`src/rtl/txf_pkg.sv`:
```
// Shared types for the transmit error sequencer.
// Assumes: a single clock domain; status bit order is fixed by the close word.
package txf_pkg;

    // Hard-fault classification, in priority order of detection.
    typedef enum logic [1:0] {
        FLT_NONE  = 2'd0,
        FLT_UNDER = 2'd1,
        FLT_LATE  = 2'd2,
        FLT_RETRY = 2'd3
    } fault_e;

    // Sequencer state.
    typedef enum logic [1:0] {
        ST_IDLE   = 2'd0,
        ST_ACTIVE = 2'd1,
        ST_TAIL   = 2'd2,
        ST_HALT   = 2'd3
    } seq_st_e;

    // Per-buffer close status; bit 0 is underrun, bit 3 is late collision.
    typedef struct packed {
        logic late_coll;
        logic retry_lim;
        logic crs_lost;
        logic underrun;
    } close_stat_t;

endpackage

```
`src/rtl/txf_classifier.sv`:
```
// Classifies the datapath strobes of one cycle into a hard fault and a
// reportable carrier loss.
// Assumes: strobes are meaningful only while a frame is active (the caller gates).
module txf_classifier
    import txf_pkg::*;
#(
    parameter int CNT_W = 11
) (
    input  logic             clk,
    input  logic             rst_n,
    input  logic             underrun_i,
    input  logic             coll_i,
    input  logic             retry_i,
    input  logic             crs_lost_i,
    input  logic             coll_seen_i,
    input  logic [CNT_W-1:0] byte_cnt_i,
    input  logic [CNT_W-1:0] late_win_i,
    output fault_e           fault_o,
    output logic             csl_hit_o
);

    logic late_hit;

    // Late collision: a collision at or past the programmed byte window.
    always_comb late_hit = coll_i && (byte_cnt_i >= late_win_i);

    // Priority pick: underrun, then late collision, then retry limit.
    always_comb begin
        if (underrun_i)    fault_o = FLT_UNDER;
        else if (late_hit) fault_o = FLT_LATE;
        else if (retry_i)  fault_o = FLT_RETRY;
        else               fault_o = FLT_NONE;
    end

    // Carrier loss only counts when no collision has touched this frame.
    always_comb csl_hit_o = crs_lost_i && !coll_seen_i && !coll_i;

    // an underrun always outranks the other faults.
    a_r8_under_first: assert property (@(posedge clk) disable iff (!rst_n)
        underrun_i |-> fault_o == FLT_UNDER);

    // a retry-limit result means no late collision was present.
    a_r8_retry_last: assert property (@(posedge clk) disable iff (!rst_n)
        fault_o == FLT_RETRY |-> !(coll_i && byte_cnt_i >= late_win_i) && !underrun_i);

endmodule

```
`src/rtl/txf_tail_gen.sv`:
```
// Produces the corrupt frame tail: the expected check sequence XORed with a
// non-zero mask, sent one byte per cycle, least significant byte first.
// Assumes: TAIL_BITS is a multiple of 8; run_i stays high until done_o.
module txf_tail_gen #(
    parameter int          TAIL_BITS = 32,
    parameter logic [TAIL_BITS-1:0] TAIL_MASK = '1
) (
    input  logic                 clk,
    input  logic                 rst_n,
    input  logic                 load_i,
    input  logic [TAIL_BITS-1:0] fcs_i,
    input  logic                 run_i,
    output logic [7:0]           data_o,
    output logic                 done_o
);

    localparam int TAIL_BYTES = TAIL_BITS / 8;
    localparam int IDX_W      = (TAIL_BYTES > 1) ? $clog2(TAIL_BYTES) : 1;
    localparam logic [IDX_W-1:0] LAST_IDX = IDX_W'(TAIL_BYTES - 1);

    logic [TAIL_BITS-1:0] shreg;
    logic [IDX_W-1:0]     idx;

    // Capture the poisoned sequence on load, then shift one byte per cycle.
    always_ff @(posedge clk) begin
        if (!rst_n) begin
            shreg <= '0;
            idx   <= '0;
        end else if (load_i) begin
            shreg <= fcs_i ^ TAIL_MASK;
            idx   <= '0;
        end else if (run_i) begin
            shreg <= shreg >> 8;
            idx   <= idx + 1'b1;
        end
    end

    // Current byte and last-byte marker.
    always_comb begin
        data_o = shreg[7:0];
        done_o = run_i && (idx == LAST_IDX);
    end

    // a tail is never reloaded while one is being sent.
    a_r2_no_reload: assert property (@(posedge clk) disable iff (!rst_n)
        run_i |-> !load_i);

endmodule

```
`src/rtl/txf_evt_flag.sv`:
```
// Sticky transmit-error flag with write-one-to-clear; a new event wins over a
// clear in the same cycle.
// Assumes: set_i and clr_i are single-cycle qualified pulses.
module txf_evt_flag (
    input  logic clk,
    input  logic rst_n,
    input  logic set_i,
    input  logic clr_i,
    output logic flag_o
);

    // Flag register: set dominates clear.
    always_ff @(posedge clk) begin
        if (!rst_n)     flag_o <= 1'b0;
        else if (set_i) flag_o <= 1'b1;
        else if (clr_i) flag_o <= 1'b0;
    end

    // a fault is never lost, even against a clear.
    a_r3_set_wins: assert property (@(posedge clk) disable iff (!rst_n)
        set_i |=> flag_o);

    // the flag holds until an explicit clear.
    a_r3_sticky: assert property (@(posedge clk) disable iff (!rst_n)
        flag_o && !clr_i |=> flag_o);

endmodule

```
`src/rtl/tx_fault_seq.sv`:
```
// Transmit error sequencer: tracks one frame at a time and turns fault
// strobes into a buffer close with status, a corrupt tail on underrun, a
// sticky error flag and a halt that only a restart command releases.
// Assumes: frame_start/frame_end and fault strobes are one-cycle pulses from
// the transmit datapath; tx_byte_cnt is valid while a frame is active.
module tx_fault_seq
    import txf_pkg::*;
#(
    parameter int CNT_W     = 11,
    parameter int TAIL_BITS = 32,
    parameter logic [TAIL_BITS-1:0] TAIL_MASK = '1
) (
    input  logic                 clk,
    input  logic                 rst_n,
    input  logic                 frame_start,
    input  logic                 frame_end,
    input  logic [CNT_W-1:0]     tx_byte_cnt,
    input  logic [CNT_W-1:0]     late_win,
    input  logic                 underrun_evt,
    input  logic                 crs_lost_evt,
    input  logic                 coll_evt,
    input  logic                 retry_lim_evt,
    input  logic [TAIL_BITS-1:0] fcs_in,
    input  logic                 restart_cmd,
    input  logic                 evt_clr,
    output logic                 tail_valid,
    output logic [7:0]           tail_data,
    output logic                 close_stb,
    output logic [3:0]           close_status,
    output logic                 txe_flag,
    output logic                 halted
);

    seq_st_e     state;
    fault_e      fault;
    close_stat_t stat_q;
    logic        coll_seen;
    logic        csl_pend;
    logic        csl_hit;
    logic        active;
    logic        tail_load;
    logic        tail_done;
    logic        flag_set;

    always_comb active = (state == ST_ACTIVE);

    txf_classifier #(.CNT_W(CNT_W)) u_class (
        .clk         (clk),
        .rst_n       (rst_n),
        .underrun_i  (underrun_evt),
        .coll_i      (coll_evt),
        .retry_i     (retry_lim_evt),
        .crs_lost_i  (crs_lost_evt),
        .coll_seen_i (coll_seen),
        .byte_cnt_i  (tx_byte_cnt),
        .late_win_i  (late_win),
        .fault_o     (fault),
        .csl_hit_o   (csl_hit)
    );

    // Tail starts loading in the cycle the underrun is accepted.
    always_comb tail_load = active && (fault == FLT_UNDER);

    txf_tail_gen #(.TAIL_BITS(TAIL_BITS), .TAIL_MASK(TAIL_MASK)) u_tail (
        .clk    (clk),
        .rst_n  (rst_n),
        .load_i (tail_load),
        .fcs_i  (fcs_in),
        .run_i  (tail_valid),
        .data_o (tail_data),
        .done_o (tail_done)
    );

    // Any reportable fault in an active frame raises the flag.
    always_comb flag_set = active && ((fault != FLT_NONE) || csl_hit);

    txf_evt_flag u_flag (
        .clk    (clk),
        .rst_n  (rst_n),
        .set_i  (flag_set),
        .clr_i  (evt_clr),
        .flag_o (txe_flag)
    );

    // Frame sequencer: accept frames, resolve faults, close buffers, halt.
    always_ff @(posedge clk) begin
        if (!rst_n) begin
            state     <= ST_IDLE;
            coll_seen <= 1'b0;
            csl_pend  <= 1'b0;
            close_stb <= 1'b0;
            stat_q    <= '0;
        end else begin
            close_stb <= 1'b0;
            unique case (state)
                ST_IDLE: begin
                    if (frame_start) begin
                        state     <= ST_ACTIVE;
                        coll_seen <= 1'b0;
                        csl_pend  <= 1'b0;
                    end
                end
                ST_ACTIVE: begin
                    unique case (fault)
                        FLT_UNDER: begin
                            state    <= ST_TAIL;
                            csl_pend <= csl_pend | csl_hit;
                        end
                        FLT_LATE: begin
                            state     <= ST_HALT;
                            close_stb <= 1'b1;
                            stat_q    <= '{late_coll: 1'b1, retry_lim: 1'b0,
                                           crs_lost: csl_pend, underrun: 1'b0};
                        end
                        FLT_RETRY: begin
                            state     <= ST_HALT;
                            close_stb <= 1'b1;
                            stat_q    <= '{late_coll: 1'b0, retry_lim: 1'b1,
                                           crs_lost: csl_pend | csl_hit, underrun: 1'b0};
                        end
                        default: begin
                            if (coll_evt) coll_seen <= 1'b1;
                            if (csl_hit)  csl_pend  <= 1'b1;
                            if (frame_end) begin
                                state     <= ST_IDLE;
                                close_stb <= 1'b1;
                                stat_q    <= '{late_coll: 1'b0, retry_lim: 1'b0,
                                               crs_lost: csl_pend | csl_hit, underrun: 1'b0};
                            end
                        end
                    endcase
                end
                ST_TAIL: begin
                    if (tail_done) begin
                        state     <= ST_HALT;
                        close_stb <= 1'b1;
                        stat_q    <= '{late_coll: 1'b0, retry_lim: 1'b0,
                                       crs_lost: csl_pend, underrun: 1'b1};
                    end
                end
                default: begin
                    if (restart_cmd) state <= ST_IDLE;
                end
            endcase
        end
    end

    // Output decode.
    always_comb begin
        tail_valid   = (state == ST_TAIL);
        halted       = (state == ST_HALT);
        close_status = stat_q;
    end

    // a halt is only left through a restart command.
    a_r9_halt_sticky: assert property (@(posedge clk) disable iff (!rst_n)
        halted && !restart_cmd |=> halted);

    // the end of a tail is followed by an underrun close.
    a_r2_tail_close: assert property (@(posedge clk) disable iff (!rst_n)
        $fell(tail_valid) |-> close_stb && close_status[0]);

    // at most one hard-fault bit in any close word.
    a_r8_one_fatal: assert property (@(posedge clk) disable iff (!rst_n)
        close_stb |-> $onehot0({close_status[3], close_status[2], close_status[0]}));

    // the close strobe lasts exactly one cycle.
    a_r6_close_pulse: assert property (@(posedge clk) disable iff (!rst_n)
        close_stb |=> !close_stb);

    // a hard-fault close is always accompanied by a halt.
    a_r7_fatal_halts: assert property (@(posedge clk) disable iff (!rst_n)
        close_stb && (close_status[3] || close_status[2]) |-> halted);

endmodule

```
`config.mk`:
```
export PLATFORM = sky130hd
export DESIGN_NAME = tx_fault_seq
export DESIGN_NICKNAME = d
export VERILOG_FILES = /design/src/rtl/txf_pkg.sv /design/src/rtl/txf_classifier.sv /design/src/rtl/txf_tail_gen.sv /design/src/rtl/txf_evt_flag.sv /design/src/rtl/tx_fault_seq.sv
export SDC_FILE = /design/constraint.sdc
export NUM_CORES = 1
export LEC_CHECK = 0
export CAP_MARGIN = 20
export CORE_MARGIN = 1.5
export CORE_UTILIZATION = 50
export DETAILED_ROUTE_END_ITERATION = 12
export DONT_BUFFER_PORTS = 1
export GPL_TIMING_DRIVEN = 1
export PLACE_DENSITY = 0.77
export REMOVE_ABC_BUFFERS = 1
export SLEW_MARGIN = 30
export SYNTH_ARGS = -nofsm -noshare
export SYNTH_HDL_FRONTEND = slang
export SYNTH_SLANG_ARGS = --single-unit
```
`constraint.sdc`:
```
create_clock -name clk -period 3.1 [get_ports clk]
set_input_delay 0.93 -clock clk [delete_from_list [all_inputs] [get_ports clk]]
set_output_delay 0.93 -clock clk [all_outputs]
set_load 0.01 [all_outputs]
```
# Word level (Yosys, flattened, before mapping)
# Cells that the tools add are included.
# word_totals
ff_bits,44
latchBits,0
ramBits,0
rom_bits,0
input_bits,64
output_inout_bits,16
word_cells,83
mem_count,0
# classes
addsub,1
mul,0
div_mod_pow,0
n_lt_le_gt_ge,1
eq_ne,16
n_shift,0
mux,28
n_bitwise,3
reduce_logical,23
# op_table
cell,count
$mux 32,2
$not 32->32,1
$reduce_and 4->1,4
$mux 2,7
$ne 2x2->1 const B,6
$pmux 4 s3,1
$ge 11x11->1,1
$eq 2x2->1 const B,5
$pmux 1 s2,5
$reduce_bool 2->1,5
$mux 1,8
$mux 4,2
$pmux 4 s2,1
$logic_and 1x1->1,6
$pmux 2 s3,1
$eq 2x1->1 const B,2
$ne 4x2->1 const B,1
$ne 4x3->1 const B,1
$pmux 2 s2,1
$reduce_bool 4->1,1
$reduce_or 2->1,2
$ne 3x2->1 const B,1
$reduce_or 3->1,1
$add 2x1->2 const B,1
other kinds (5),6

# Longest topological paths before layout
# Gate-level depths: netlist of the first run.
# logic_depth
word_depth,8
ltp_mapped,9
depth_no_buf,8

# Modules after synthesis
# Synthesis of the first run repeated with hierarchy kept, for this count alone.
# hier_totals
cells_unflattened,270
area_unflattened_um2,2657.5
# by_module_without_submodules
module,n_inst,cells_each,area_each_um2,seq_area_each_um2
txf_tail_gen,1,160,1736.7,680.7
tx_fault_seq,1,66,574.3,180.2
txf_classifier,1,41,305.3,0.0
txf_evt_flag,1,3,41.3,20.0

# Worst setup path before layout of the first run
# OpenSTA, ideal clock, no wires.
# synth_timing
kind,input to register
startpoint,input port late_win[6]
endpoint,register state[1]
setup_time_ns,0.088
arrival_ns,2.224
required_time_ns,3.012
slack_ns,0.788
cell_stages,8
path_buffers,0
cell_sequence,inv_1 -> ha_1 -> a21oi_1 -> o21ai_1 -> o211ai_2 -> and2_4 -> a31oi_4 -> a311oi_2
# synth_via
elab_chain_cells,8
elab_cells_between_ends,12
cone_classes,1 x order compare; 4 x eq/ne; 4 x mux; 3 x reduce/logical
# synth_rtl
element,line,text
"start, declared",tx_fault_seq.sv:18,"input logic [CNT_W-1:0] late_win,"
$ge 11x11->1 (*),txf_classifier.sv:25,always_comb late_hit = coll_i && (byte_cnt_i >= late_win_i);
$logic_and 1x1->1 (*),txf_classifier.sv:25,
$mux 2 (*),txf_classifier.sv:30,else if (late_hit) fault_o = FLT_LATE;
$mux 2 (*),txf_classifier.sv:29,if (underrun_i) fault_o = FLT_UNDER;
$eq 2x2->1,tx_fault_seq.sv:104,unique case (fault)
$reduce_or 2->1 (no line),-,
$pmux 2 s2 or $ne 4x3->1 (tied branches),-,
$pmux 2 s3 or $reduce_and 4->1 (tied branches),-,
"end signal, assigned",tx_fault_seq.sv:98,state <= ST_ACTIVE;
"end signal, assigned",tx_fault_seq.sv:106,state <= ST_TAIL;
"end signal, assigned",tx_fault_seq.sv:110,state <= ST_HALT;
"end, declared",tx_fault_seq.sv:34,seq_st_e state;
# Mark *: on every way between the ends. The rest lies on a longest branch, timed or not.
# A chain may end at the register's enable or synchronous reset.

# Worst setup path in the final report of the first run
# layout_timing
startpoint,register state[0]
endpoint,output port tail_valid
# layout_via
elab_chain_cells,1
# layout_rtl
element,line,text
"start signal, assigned",tx_fault_seq.sv:88,state <= ST_IDLE;
"start signal, assigned",tx_fault_seq.sv:98,
"start signal, assigned",tx_fault_seq.sv:106,
$eq 2x2->1,tx_fault_seq.sv:150,tail_valid = (state == ST_TAIL);
"end, declared",tx_fault_seq.sv:26,"output logic tail_valid,"
# No other way between the ends.

==> impl_results.md, run 1 <==
* Final WS setup at between 0.7 and 0.8 ns
* H-Tree Depth at 2
* Number of antenna diodes at 0
* Post-CTS sizing at 0
* DR vias/cell at 5.475
* Clock sink count at 44
* Slew margin rel. at between 50 and 60%
* Final count of negative-setup-slack endpoints at 0
* Outcome: completed
* Buf/Inv on CP at 1
* Fraction of the mapped netlist area in adder cells at 7.988%
* Max frequency at 424.7 MHz
* Leakage at around 0.0012 uW
* Synthesized instance count at 307
* Die height at 73.80 um
* # hold bufs at CTS at 0
* Die Wd at between 70 and 80 um
* Post-Synth Simple-Gate Area at 26.76%
* Syn Std Cell Area at ~2500 sq um
* Die footprint at 5446 sq um
* Slowest CP cell: ha_2
* Top cells by area, synth: dfxtp_1 (35%), mux2i_1 (10%), nand2_1 (9.6%)
* Synth Register Bits at 44
* Port Buffers at 0
* Initial antenna violation count at 0
* Vias in the first global route at around 1900
* Number of DRC markers in iteration 0 at 88
* Portion of netlist area occupied by mux cells at between 10% and 20%
* Global-route wire length before repair at around 7700 um
* Final Hold Viols at 0
* Fin crit period at 2.355 ns
* Design area at 2560 sq um
* Slew Limit Fails at 0
* Reg clk slew, reported paths at 0.07 ns
* Worst slack at placement at 0.5850 ns
* Critical Path Sink Type: output pin
* Synth cell types at 39
* Yosys warning count at 0
* DPL Wire Length at about 3500 um
* Crit-path max cell delay at around 0.66 ns
* HP Class: reg -> reg
* Avg Cell Area, Syn at a little over 8 sq um
* Clk buf depth at 2
* Post-synth EDFFs at 0
* Worst-path maximum fanout at 26
* Detailed-route wire length per cell at roughly 14 um
* CTS root buffer: clkbuf_8
* Asr flop ratio synth at 0%
* Seq/Total Area, Yosys at a little over a third
* Most frequent cells in the layout: nand2_1 (64), dfxtp_1 (44), mux2i_1 (26), and3_1 (26), nor2_1 (20)
* Worst-Skew Late Latency at slightly below 0.3 ns
* Antenna-violating nets left at 0
* Routed WL at 4857 um
* PD cells at 651.3 nW/um^2
* Top_reg_cell synth: dfxtp_1
* Final net count at around 370
* Placed Area at 2479 sq um
* Least-Margin Pin Slew at about 0.7 ns
* Arrival time worst endpoint at 1.42 ns
* Final Cycle Share at 75.96%
* Compound-cell area share of the yosys netlist at 11.38%
* Core outline area at around 4800 sq um
* Share of cells above drive strength 1 at 6.529%
* Final Wtd Congestion at 0.8578
* CP delay by family, top: adder cells
* Initial core utilization at 52.37%
* Largest family of logic cells by synthesized area: simple AND/OR/NAND/NOR gates
* Max Cap Viol at 0
* Total gr overflow at 0
* Post-CTS Setup Inserts at 0
* Largest area contributor in the netlist: dfxtp_1
* CTS tree: built
* FP Rows at 25
* DRT Pass-1 Iters at 5
* Largest net degree at the start of global routing at 48
* CP Data Required Time at 2.17 ns
* Critical path type: reg -> out
* CTS buffer count at 5
* Layout Skew at around 0.0041 ns
* Worst hold margin at between 0.4 and 0.5 ns
* Io pins at 80
* Synth top area share at around a third
* Crit path launch type: register
* Max VDD drop at 0.0003526 V
* Worst-path cell chain: inv_1 -> ha_2
* Setup TNS at 0 ns
* DR DRC count at 0
* Most common cell after layout, fill and taps aside: nand2_1
* Area Growth Syn to Fin at 2.147%
* Synth Area in XOR/XNOR at 0.3495%
* RSZ-0062 raised after global routing: no
* Via count at 1960
* Total Routing Usage GR at 17.97%
[per-layer routing]
metal  wire length (um)  vias to the layer above  share of wire, %  GRT usage (%)
li1                   -                     1000                 -              -
met1               2062                      882                42          20.20
met2               2357                       67                49          30.83
met3                351                       11               7.2          5.898
met4                 86                        0               1.8          7.819
met5                  0                        -                 0              0
[worst reg2reg max path: stages (launching register included)]
cell and delay, ns:
dfxtp_1 0.37, inv_1 0.10, ha_2 0.66, buf_4 0.40
mux2i_1 0.23, nand2_1 0.06, and3_1 0.18
[state kept, by name (all words and copies together), names as in the netlist]
signal / count
csl_pend: 1
coll_seen: 1
close_stb: 1
u_tail.shreg: 32
state: 2
u_tail.idx: 2
u_flag.flag_o: 1
close_status: 4
[power by group]
part           leakage [uW]  switching [uW]  internal, uW
combinational      0.000782             315           250
clock             0.0000400             183           152
sequential         0.000359            87.3           679
total               0.00118             586          1080
[path summary, 6_finish.rpt]
path,startpoint,endpoint,slack (ns),depth (start not counted)
min,csl_pend,csl_pend,0.48,2
max,state[0],tail_valid,0.75,2
min reg2reg,csl_pend,csl_pend,0.48,2
max reg2reg,state[0],u_tail.shreg[21],1.00,6
[Yosys cell counts, drive strengths merged (3+ instances only)]
cell and count:
nand2 64, dfxtp 44, and3 26, mux2i 26, nor2 20, inv 17
buf 16, ha 16, o21ai 11, clkbuf 10, a21oi 9, nor3b 8
o21a 7, nand3 6, a31oi 3, nand2b 3, nand4 3
[final cells by class]
type	count	area, sq um
inverters	17	63.81
fillers	459	2226
clock buffers	5	68.82
repair buffers	3	22.52
well taps	67	83.83
flip-flops and latches	44	880.8
multi-input cells	220	1428
clock inverters	2	12.51
[cells by family (layout without fill, tap and decap cells)]
| family | after synthesis | in the layout |
|---|---|---|
| AND/OR/NAND/NOR | 138 | 138 |
| flip-flops | 44 | 44 |
| buffers and inverters | 43 | 27 |
| AO/OA/AOI/OAI | 39 | 39 |
| multiplexers | 26 | 26 |
| adder cells (fa/ha/maj) | 16 | 16 |
| XOR/XNOR | 1 | 1 |
[metrics by stage]
stage	power (uW)	instances	util (%)
floorplan	1231	281	-
global placement	1321	351	51.79
detailed placement	1344	351	51.79
CTS	1683	358	53.49
global route	1795	358	53.49
finish	1667	358	53.49
Power figures use the tool's default switching activity.
==> run 2, diff against run 1 <==
==> constraint.sdc (replaced) <==
create_clock -name clk -period 2.23 [get_ports clk]
set_input_delay 0.669 -clock clk [delete_from_list [all_inputs] [get_ports clk]]
set_output_delay 0.669 -clock clk [all_outputs]
set_load 0.01 [all_outputs]
==> impl_results.md, run 2 (synthesis gave the netlist of run 1 again) <==
* Final Util at 54.48% (was 53.49%)
* Slew Limit Fails at 0 (unchanged)
* Slew margin rel. at 59.72% (was 52.33%)
* Detailed-route wire length per cell at 13.09 um (was 13.57 um)
* Die Wd at 73.80 um (unchanged)
* Vias in the first global route at 1798 (was 1866)
* Critical path type: in -> reg (was reg -> out)
* CP Data Required Time at 2.41 ns (was 2.17 ns)
* PD cells at 950.1 nW/um^2 (was 651.3 nW/um^2)
* Share of cells above drive strength 1 at 7.167% (was 6.529%)
* Initial core utilization at 52.37% (unchanged)
* Placed Area at 2486 sq um (was 2479 sq um)
* Most common cell after layout, fill and taps aside: nand2_1 (unchanged)
* FP Rows at 25 (unchanged)
* Largest net degree at the start of global routing at 48 (unchanged)
* Via count at 1929 (was 1960)
* Core outline area at 4786 sq um (unchanged)
* Number of DRC markers in iteration 0 at 110 (was 88)
* Clock sink count at 44 (unchanged)
* Hold Path Origin: csl_pend (unchanged)
* # hold bufs at CTS at 0 (unchanged)
* CTS tree: built (unchanged)
* Max frequency at around 520 MHz
* Outcome: completed (unchanged)
* Slowest CP cell: a41oi_2 (was ha_2)
* Final count of negative-setup-slack endpoints at 0 (unchanged)
* Total Routing Usage GR at 17.29% (was 17.97%)
* Least-Margin Pin Slew at 0.5963 ns (was 0.7151 ns)
* CTS root buffer: clkbuf_8 (unchanged)
* Initial antenna violation count at 0 (unchanged)
* Final net count at 372 (was 371)
* DR DRC count at 0 (unchanged)
* Reg clk slew, reported paths at 0.08 ns (was 0.07 ns)
* Max Cap Viol at 0 (unchanged)
* Reg area at 880.8 sq um (unchanged)
* Layout Skew at 0.006996 ns (was 0.004070 ns)
* Critical Path Sink Type: register (was output pin)
* Die height at 73.80 um (unchanged)
* Fillers at 450 (was 459)
* Total gr overflow at 0 (unchanged)
* Most frequent cells in the layout: nand2_1 (64), dfxtp_1 (44), mux2i_1 (26), and3_1 (26), nor2_1 (20) (unchanged)
* RR Startpoint: state[1] (was state[0])
* Final Hold Viols at 0 (unchanged)
* Die footprint at 5446 sq um (unchanged)
* Worst-path cell chain: inv_1 -> ha_1 -> nand4_1 -> nor3_2 -> o21ai_2 -> a41oi_2 -> nand2_1 -> o211a_1 (was inv_1 -> ha_2)
* Worst-Skew Late Latency at 0.29 ns (about the same)
* Antenna-violating nets left at 0 (unchanged)
* Max VDD drop at 0.0005632 V (was 0.0003526 V)
* Crit-path max cell delay at 0.36 ns (was 0.66 ns)
* HP Class: reg -> reg (unchanged)
* Fin crit period at 1.933 ns
* Final Wtd Congestion at 0.8534 (was 0.8578)
* DPL Wire Length at 3416 um (was 3517 um)
* RSZ-0062 raised after global routing: no (unchanged)
* Post-CTS Setup Inserts at 0 (unchanged)
* Number of antenna diodes at 0 (unchanged)
* Worst-path maximum fanout at 8 (was 26)
* H-Tree Depth at 2 (unchanged)
* Crit path from: late_win[10] (was state[0])
* Area Growth Syn to Fin at 4.044% (was 2.147%)
* Port Buffers at 0 (unchanged)
* Global-route wire length before repair at 7514 um (was 7659 um)
* Crit path launch type: primary input (was register)
* Io pins at 80 (unchanged)
* Final Cycle Share at between 80 and 90%
* DRT Pass-1 Iters at 4 (was 5)
* Design area at 2608 sq um (was 2560 sq um)
* Post-CTS sizing at 0 (unchanged)
* Arrival time worst endpoint at 2.12 ns (was 1.42 ns)
* Clk buf depth at 2 (unchanged)
* Area of the multi-input gates at 1428 sq um (unchanged)
* DR vias/cell at 5.358 (was 5.475)
* Leakage at 0.001208 uW (was 0.001181 uW)
* CTS buffer count at 5 (unchanged)
* Max reg flops at 32 (unchanged)
* Biggest register: u_tail.shreg (unchanged)
* Routed WL at 4711 um (was 4857 um)
## run 2: changes by cell type in the layout (fill, tap and decap cells not counted)
cell | previous run | this run
clkbuf_8 | 5 | 6
bufinv_16 | 0 | 1
clkinv_4 | 0 | 1
clkinv_2 | 1 | 0
clkinvlp_4 | 1 | 0
buf_4 | 3 | 4
## run 2: layer usage
layer	track usage (%)	part of all wire, %	up-vias
met1	20.07	42	848
met5	0	0	-
met4	5.350	1.6	0
met2	30.03	48	73
li1	-	-	998
met3	5.624	7.7	10
## run 2: per-stage QoR
step                setup WS, ns  setup TNS, ns  instances  power (uW)  hold WS (ns)
floorplan                -0.2998         -3.720        281        1711        0.4376
global placement          0.1047              0        352        1838        0.4587
detailed placement      0.002401              0        352        1867        0.4667
CTS                       0.2980              0        360        2504        0.4821
global route              0.2014              0        360        2656        0.4756
finish                    0.2970              0        360        2477        0.4855
## run 2: report_power, final
group	internal (uW)	total (uW)	switching, uW
Clock	366	630	264
Sequential	944	1070	122
Combinational	349	781	432
Total	1660	2480	818
## run 2: cell type report
type | instances | area share (%)
Inverter | 17 | 2.447
Tap cell | 67 | 3.215
Timing Repair Buffer | 4 | 1.152
Multi-Input combinational cell | 220 | 54.75
Sequential cell | 44 | 33.78
Clock buffer | 6 | 3.167
Clock inverter | 2 | 1.488
## run 2: worst max-delay path, delay by kind of cell
kind | cells | cell delay, ns
AOI/OAI and AO/OA | 3 | 0.60
adders and majority gates | 1 | 0.31
buffers and inverters | 1 | 0.02
and+or+nand+nor | 3 | 0.51
## run 2: worst paths after layout
check | to | slack, ns | cells after the start
hold / removal | csl_pend | 0.49 | 2
setup reg to reg | state[1] | 0.33 | 5
setup / recovery | close_status[1] | 0.30 | 8
hold reg to reg | csl_pend | 0.49 | 2
